==> config.mk <==
export PLATFORM = sky130hd
export DESIGN_NAME = ssm_top
export DESIGN_NICKNAME = d
export VERILOG_FILES = /design/src/rtl/ssm_pkg.sv /design/src/rtl/ssm_fifo.sv /design/src/rtl/ssm_clkdiv.sv /design/src/rtl/ssm_engine.sv /design/src/rtl/ssm_top.sv
export SDC_FILE = /design/constraint.sdc
export NUM_CORES = 1
export LEC_CHECK = 0
export BUFFER_PORTS_ARGS = -buffer_cell sky130_fd_sc_hd__buf_2
export CAP_MARGIN = 0
export CORE_ASPECT_RATIO = 1.2
export CORE_MARGIN = 5
export CORE_UTILIZATION = 40
export CTS_CLUSTER_SIZE = 12
export DETAILED_ROUTE_END_ITERATION = 12
export GPL_TIMING_DRIVEN = 0
export PLACE_DENSITY = 0.64
export SLEW_MARGIN = 20
export SYNTH_ARGS = -nofsm -noshare
export SYNTH_HDL_FRONTEND = slang
export SYNTH_HIERARCHICAL = 1
export SYNTH_SLANG_ARGS = --single-unit
==> constraint.sdc <==
create_clock -name clk -period 4.2 [get_ports clk]
set_input_delay 0.21 -clock clk [delete_from_list [all_inputs] [get_ports clk]]
set_output_delay 0.21 -clock clk [all_outputs]
set_load 0.01 [all_outputs]
==> src/rtl/ssm_pkg.sv <==
package ssm_pkg;
    typedef enum logic [1:0] {
        FMT_SPI = 2'd0,
        FMT_TI  = 2'd1,
        FMT_MW  = 2'd2,
        FMT_ALT = 2'd3
    } frame_fmt_t;

    typedef enum logic [2:0] {
        ST_IDLE,
        ST_SYNC,
        ST_CMD,
        ST_DATA,
        ST_DONE
    } eng_state_t;

    localparam int MIN_LEN = 4;
endpackage

==> src/rtl/ssm_fifo.sv <==
module ssm_fifo #(
    parameter int WIDTH = 16,
    parameter int DEPTH = 8,
    localparam int AW = $clog2(DEPTH),
    localparam int CW = AW + 1
) (
    input  logic             clk,
    input  logic             rst_n,
    input  logic             push,
    input  logic [WIDTH-1:0] din,
    input  logic             pop,
    output logic [WIDTH-1:0] dout,
    output logic             full,
    output logic             empty,
    output logic [CW-1:0]    count
);
    logic [WIDTH-1:0] mem [DEPTH];
    logic [AW-1:0]    wr_ptr, rd_ptr;
    logic             do_push, do_pop;

    assign full    = (count == CW'(DEPTH));
    assign empty   = (count == '0);
    assign do_push = push && !full;
    assign do_pop  = pop && !empty;
    assign dout    = mem[rd_ptr];

    always_ff @(posedge clk) begin
        if (!rst_n) begin
            wr_ptr <= '0;
            rd_ptr <= '0;
            count  <= '0;
        end else begin
            if (do_push) begin
                mem[wr_ptr] <= din;
                wr_ptr      <= wr_ptr + 1'b1;
            end
            if (do_pop) rd_ptr <= rd_ptr + 1'b1;
            unique case ({do_push, do_pop})
                2'b10:   count <= count + 1'b1;
                2'b01:   count <= count - 1'b1;
                default: count <= count;
            endcase
        end
    end
endmodule

==> src/rtl/ssm_clkdiv.sv <==
module ssm_clkdiv #(
    parameter int DIV_W = 8
) (
    input  logic             clk,
    input  logic             rst_n,
    input  logic             run,
    input  logic [DIV_W-1:0] div,
    output logic             tick
);
    logic [DIV_W-1:0] cnt;

    assign tick = run && (cnt == div);

    always_ff @(posedge clk) begin
        if (!rst_n || !run || tick) cnt <= '0;
        else                        cnt <= cnt + 1'b1;
    end
endmodule

==> src/rtl/ssm_engine.sv <==
module ssm_engine
    import ssm_pkg::*;
#(
    parameter int DATA_W = 16,
    parameter int CMD_W  = 8,
    parameter int IDX_W  = 4
) (
    input  logic              clk,
    input  logic              rst_n,
    input  logic              en,
    input  logic [1:0]        fmt,
    input  logic [IDX_W-1:0]  wlen,
    input  logic              tick,
    input  logic              tx_empty,
    input  logic [DATA_W-1:0] tx_word,
    input  logic              rxd,
    output logic              tx_pop,
    output logic              rx_push,
    output logic [DATA_W-1:0] rx_word,
    output logic              run,
    output logic              sclk,
    output logic              sfrm,
    output logic              txd
);
    localparam logic [IDX_W-1:0] LEN_FLOOR = IDX_W'(MIN_LEN - 1);
    localparam logic [IDX_W-1:0] CMD_TOP   = IDX_W'(CMD_W - 1);

    eng_state_t        state;
    frame_fmt_t        fmt_q;
    logic              phase;
    logic [IDX_W-1:0]  bit_idx, len_q, len_eff;
    logic [DATA_W-1:0] word, rx_sh;
    logic              bit_end;

    assign len_eff = (wlen < LEN_FLOOR) ? LEN_FLOOR : wlen;
    assign bit_end = tick && phase;
    assign tx_pop  = (state == ST_IDLE) && en && !tx_empty;
    assign rx_push = (state == ST_DONE) && bit_end;
    assign rx_word = rx_sh;
    assign run     = (state != ST_IDLE);

    // state register process
    always_ff @(posedge clk) begin
        if (!rst_n) begin
            state   <= ST_IDLE;
            fmt_q   <= FMT_SPI;
            phase   <= 1'b0;
            bit_idx <= '0;
            len_q   <= LEN_FLOOR;
            word    <= '0;
            rx_sh   <= '0;
        end else begin
            unique case (state)
                ST_IDLE: begin
                    phase <= 1'b0;
                    if (tx_pop) begin
                        word  <= tx_word;
                        fmt_q <= frame_fmt_t'(fmt);
                        len_q <= len_eff;
                        rx_sh <= '0;
                        unique case (frame_fmt_t'(fmt))
                            FMT_TI: begin
                                state   <= ST_SYNC;
                                bit_idx <= len_eff;
                            end
                            FMT_MW: begin
                                state   <= ST_CMD;
                                bit_idx <= CMD_TOP;
                            end
                            FMT_SPI, FMT_ALT: begin
                                state   <= ST_DATA;
                                bit_idx <= len_eff;
                            end
                        endcase
                    end
                end
                ST_SYNC, ST_CMD, ST_DATA, ST_DONE: begin
                    if (tick) begin
                        phase <= !phase;
                        if (!phase && state == ST_DATA)
                            rx_sh <= {rx_sh[DATA_W-2:0], rxd};
                    end
                    if (bit_end) begin
                        unique case (state)
                            ST_SYNC: state <= ST_DATA;
                            ST_CMD: begin
                                if (bit_idx == '0) begin
                                    state   <= ST_DATA;
                                    bit_idx <= len_q;
                                end else begin
                                    bit_idx <= bit_idx - 1'b1;
                                end
                            end
                            ST_DATA: begin
                                if (bit_idx == '0) state <= ST_DONE;
                                else               bit_idx <= bit_idx - 1'b1;
                            end
                            ST_DONE: state <= ST_IDLE;
                            default: state <= ST_IDLE;
                        endcase
                    end
                end
            endcase
        end
    end

    // output process
    always_comb begin
        sclk = 1'b0;
        sfrm = 1'b0;
        txd  = 1'b0;
        unique case (state)
            ST_IDLE: sfrm = (frame_fmt_t'(fmt) != FMT_TI);
            ST_SYNC: begin
                sclk = phase;
                sfrm = 1'b1;
            end
            ST_CMD: begin
                sclk = phase;
                txd  = word[bit_idx];
            end
            ST_DATA: begin
                sclk = phase;
                txd  = (fmt_q == FMT_MW) ? 1'b0 : word[bit_idx];
            end
            ST_DONE: sfrm = (fmt_q != FMT_TI);
        endcase
    end
endmodule

==> src/rtl/ssm_top.sv <==
module ssm_top #(
    parameter int DATA_W     = 16,
    parameter int FIFO_DEPTH = 8,
    parameter int DIV_W      = 8,
    parameter int CMD_W      = 8,
    localparam int IDX_W     = $clog2(DATA_W),
    localparam int CNT_W     = $clog2(FIFO_DEPTH) + 1
) (
    input  logic              clk,
    input  logic              rst_n,
    input  logic              en,
    input  logic [1:0]        fmt,
    input  logic [IDX_W-1:0]  wlen,
    input  logic [DIV_W-1:0]  div,
    input  logic              tx_wr,
    input  logic [DATA_W-1:0] tx_data,
    output logic              tx_full,
    output logic              tx_req,
    input  logic              rx_rd,
    output logic [DATA_W-1:0] rx_data,
    output logic              rx_empty,
    output logic              rx_req,
    output logic              rx_ovr,
    output logic              busy,
    output logic              sclk,
    output logic              sfrm,
    output logic              txd,
    input  logic              rxd
);
    localparam logic [CNT_W-1:0] HALF = CNT_W'(FIFO_DEPTH / 2);

    logic              div_tick, eng_run, tx_pop, rx_push;
    logic              tx_empty, rx_full_w;
    logic [DATA_W-1:0] tx_head, rx_word;
    logic [CNT_W-1:0]  tx_count, rx_count;

    ssm_fifo #(.WIDTH(DATA_W), .DEPTH(FIFO_DEPTH)) tx_fifo_i (
        .clk(clk), .rst_n(rst_n), .push(tx_wr), .din(tx_data),
        .pop(tx_pop), .dout(tx_head), .full(tx_full), .empty(tx_empty),
        .count(tx_count)
    );

    ssm_fifo #(.WIDTH(DATA_W), .DEPTH(FIFO_DEPTH)) rx_fifo_i (
        .clk(clk), .rst_n(rst_n), .push(rx_push), .din(rx_word),
        .pop(rx_rd), .dout(rx_data), .full(rx_full_w), .empty(rx_empty),
        .count(rx_count)
    );

    ssm_clkdiv #(.DIV_W(DIV_W)) div_i (
        .clk(clk), .rst_n(rst_n), .run(eng_run), .div(div), .tick(div_tick)
    );

    ssm_engine #(.DATA_W(DATA_W), .CMD_W(CMD_W), .IDX_W(IDX_W)) eng_i (
        .clk(clk), .rst_n(rst_n), .en(en), .fmt(fmt), .wlen(wlen),
        .tick(div_tick), .tx_empty(tx_empty), .tx_word(tx_head), .rxd(rxd),
        .tx_pop(tx_pop), .rx_push(rx_push), .rx_word(rx_word), .run(eng_run),
        .sclk(sclk), .sfrm(sfrm), .txd(txd)
    );

    assign tx_req = (tx_count <= HALF);
    assign rx_req = (rx_count >= HALF);
    assign busy   = eng_run || !tx_empty;

    always_ff @(posedge clk) begin
        if (!rst_n || !en)             rx_ovr <= 1'b0;
        else if (rx_push && rx_full_w) rx_ovr <= 1'b1;
    end
endmodule

==> results by group <==
Outcome
  • Status: finished clean

Clock network
  • Worst-path clk slew: 0.06 ns
  • Clk sinks: between 300 and 400
  • Resized Gates After CTS: 0
  • # H-tree levels: 2
  • CTS tree: done
  • Clk_lat worst skew: ~0.5 ns
  • Root buffer cell: clkbuf_16
  • CTS max path bufs: 3
  • CTS Buf Count: 36

Setup path
  • Setup crit end kind: flop
  • FF-to-FF End: rx_fifo_i/count[3]$_SDFFE_PN0P_
  • Critical R2R Launch: div_i/cnt[4]$_SDFF_PP0_
  • Crit path launch type: flop
  • WP data arrival: around 4.3 ns
  • R2r worst-path depth: 13
  • Worst EP required: ~4.6 ns
  • Crit Path Max Fanout: 9
  • R2r setup slk: around 0.32 ns
  • Critical setup path kind: flop to flop

Final layout
  • Post-route non-filler standard cell count: 1499
  • Share of cells above drive strength 1: 0.218
  • Final instance area: 16500 µm²
  • Area growth syn-to-layout: 17.6%
  • Fillers: between 2000 and 3000
  • # nets final: between 1000 and 1500

Floorplan
  • Die height: 215 µm
  • Die area: between 30000 and 40000 µm²
  • Row count: between 70 and 80
  • IO Pins: 61
  • Die extent in x: around 180 µm
  • Core area: 34800 µm²
  • Initial core utilization: 0.402

Synth
  • Post-synthesis cell area: 14000 µm²
  • Synth top area share: 0.549
  • Main area contributors after synthesis: edfxtp_1 55%, dfxtp_1 12%, mux4_1 11%
  • Sequential area share after synthesis: 0.665
  • #FFs+latches synth: between 300 and 400
  • Library cells used by synthesis: 62
  • Async SR Flop Fraction: 0
  • Syn Nets: 913
  • Mapped Cells: about 860
  • Syn avg cell area: 16.2 µm²
  • Post-synth EDFFs: roughly 260
  • Cell taking the most area after synthesis: edfxtp_1
  • Synthesis Warnings: 6
  • Top_reg_cell synth: edfxtp_1

Pwr
  • Combinational power share: 0.134
  • Power, Total: around 7600 µW
  • Switching power: roughly 1800 µW
  • Internal power: between 5000 and 6000 µW
  • Switching share of power: 0.240
  • Peak VDD IR: roughly 0.37 mV
  • Sequential share of power: 0.494
  • Clock power share: 0.372
  • P_leak: ~0.0057 µW
  • PwrDens: roughly 460 nW/µm²

GRT
  • Vias in the first global route: 7995
  • First-pass GRT wire length: ~44000 µm
  • Pin count of the biggest net entering global routing: 19
  • Tot GR Track Use: 0.144
  • Initial antenna violation count: 3
  • GRT Residual Overflow: 0

Timing
  • Setup TNS: 0 ns
  • Tmin final: 3.88 ns
  • RSZ-0062 raised after global routing: no
  • Worst slew pin tran: ~0.79 ns
  • Final Skew: around 0.015 ns
  • Worst relative slew slack: 0.472
  • Slew Limit Fails: 0
  • Maximum clock frequency: between 200 and 300 MHz
  • Final period util: 0.925
  • Final Hold Vio Count: 0
  • Worst hold slack: approximately 0.024 ns
  • Endpoints failing setup: 0

Route
  • Initial detailed-routing violation count: roughly 420
  • Via count: 7738
  • WL per Instance: between 15 and 20 µm
  • Vias per std cell: around 5.2
  • Routed Antenna Nets: 0
  • First drt pass iteration count: 4
  • Total wire length: approximately 28000 µm
  • Detailed-route DRC error count: 0

Worst hold path
  • HP Class: input port to flop
  • Hold endpoint: eng_i/len_q[1]$_SDFFE_PN1P_
  • HP Start: wlen[1]
  • Hold Path Cell Cnt: 3

Placed design
  • Final GP Congestion: between 0.7 and 0.8
  • Buffers on Ports: 60
  • DP Cell Count: between 1000 and 1500
  • Post-DP Area: about 15000 µm²
  • DP HPWL: roughly 19000 µm

Run
  • Max_cap viols: 0
final cells by class:
class                           count  area (µm²)  area share
Antenna cell                        2        5.00    0.000304
Buffer                             41         254      0.0154
Clock buffer                       50         975      0.0592
Clock inverter                     10        70.1     0.00425
Inverter                           35         131     0.00798
Multi-Input combinational cell    450        4380       0.266
Sequential cell                   337        9310       0.565
Tap cell                          462         578      0.0351
Timing Repair Buffer              112         768      0.0466
what timing repair did:
action,in CTS,in global routing
setup buffers,0,2
hold buffers,22,0
setup endpoints to repair,0,1
endpoints found under the hold margin,134,0
state kept, by name, indices dropped and copies added, names as in the netlist, named ones only:
signal and cells:
eng_i/fmt_q 2, eng_i/bit_idx 4, tx_fifo_i/rd_ptr 3, rx_fifo_i/count 4, rx_fifo_i/rd_ptr 3, tx_fifo_i/mem 128
eng_i/rx_word 16, div_i/cnt 8, rx_ovr 1, rx_fifo_i/wr_ptr 3, eng_i/len_q 4, tx_fifo_i/count 4
rx_fifo_i/mem 128, eng_i/phase 1, tx_fifo_i/wr_ptr 3, eng_i/word 16, eng_i/state 3
power groups by stage:
stage	registers, µW	clock network (µW)	logic (µW)
after floorplan	3810	0	744
after global routing	3780	3070	1140
after detailed placement	3830	0	1010
after global placement	3830	0	991
after CTS	3760	2910	1030
final	3760	2830	1020
cell usage after synthesis, drive strengths merged (3+ instances only):
library cell / count
edfxtp: 256
dfxtp: 81
nand2: 74
mux4: 68
inv: 35
nor2: 33
mux2: 32
a21oi: 29
buf: 29
nor4: 20
and2: 19
nor3: 19
o21a: 19
xor2: 14
o21ai: 13
clkbuf: 12
ha: 12
nand2b: 11
mux2i: 9
nand3: 9
a21boi: 8
a211oi: 7
xnor2: 6
and3: 4
o211ai: 4
a221oi: 3
o211a: 3
or2: 3
or3: 3
stage by stage:
stage                      util  setup slack, ns
after detailed placement  0.436            0.229
after floorplan               -            0.514
final                     0.473            0.316
after global placement    0.427            -1.11
after global routing      0.473           0.0281
after CTS                 0.473            0.217
metal layers:
metal / global-route usage / up-vias / wire [µm]
met5: 0 / - / 13
met4: 0.0338 / 2 / 454
met3: 0.0259 / 42 / 1050
met2: 0.264 / 124 / 15200
met1: 0.176 / 3901 / 11500
li1: - / 3669 / -
layout by cell type (no fill, tap or decap), drive strengths merged, types with 3 or more instances in the layout:
| cell type | instances |
|---|---|
| o21a | 19 |
| o211a | 3 |
| buf | 119 |
| edfxtp | 256 |
| a221oi | 3 |
| a211oi | 7 |
| nor4 | 20 |
| nand2b | 11 |
| mux2i | 9 |
| nand2 | 74 |
| nor3 | 19 |
| xnor2 | 6 |
| and3 | 4 |
| and2 | 19 |
| o21ai | 13 |
| ha | 12 |
| a21oi | 29 |
| clkinv | 8 |
| nor2 | 33 |
| o211ai | 4 |
| dlygate4sd3 | 22 |
| inv | 35 |
| or2 | 3 |
| a21boi | 8 |
| nand3 | 9 |
| xor2 | 14 |
| mux4 | 68 |
| or3 | 3 |
| clkbuf | 62 |
| mux2 | 32 |
| dfxtp | 81 |
worst max-delay path: stages (launching register included):
cell	delay [ns]
dfxtp_1	0.35
xor2_1	0.20
nor4_4	0.55
and3_1	0.42
and2_1	0.24
and3_1	0.21
a21boi_1	0.37
inv_1	0.14
ha_1	0.28
ha_1	0.28
a21o_1	0.17
a21oi_1	0.17
mux2i_1	0.24
mux2i_1	0.19
kinds of logic (layout without fill, tap and decap cells):
| kind of cell | after synthesis | after routing | share of synthesized area |
|---|---|---|---|
| fa+ha+maj | 14 | 14 | 0.0136 |
| xor+xnor | 20 | 20 | 0.0125 |
| buf+inv | 76 | 248 | 0.0275 |
| other cells | 0 | 2 | 0 |
| simple gates | 207 | 207 | 0.0761 |
| compound gates | 100 | 100 | 0.0490 |
| mux | 109 | 109 | 0.157 |
| flops | 337 | 337 | 0.665 |
how the worst max path moves through the flow:
stage	start	endpoint	slack, ns
final	div_i/cnt[4]$_SDFF_PP0_	rx_fifo_i/count[3]$_SDFFE_PN0P_	0.32
after detailed placement	div_i/cnt[2]$_SDFF_PP0_	rx_fifo_i/count[3]$_SDFFE_PN0P_	0.23
after floorplan	div_i/cnt[2]$_SDFF_PP0_	rx_fifo_i/mem[1][0]$_DFFE_PP_	0.51
after global routing	div_i/cnt[5]$_SDFF_PP0_	rx_fifo_i/count[3]$_SDFFE_PN0P_	0.03
after CTS	div_i/cnt[2]$_SDFF_PP0_	rx_fifo_i/count[3]$_SDFFE_PN0P_	0.22
after global placement	div_i/cnt[2]$_SDFF_PP0_	rx_fifo_i/mem[5][6]$_DFFE_PP_	-1.11
Note: power is estimated with default switching activity, not from simulation.
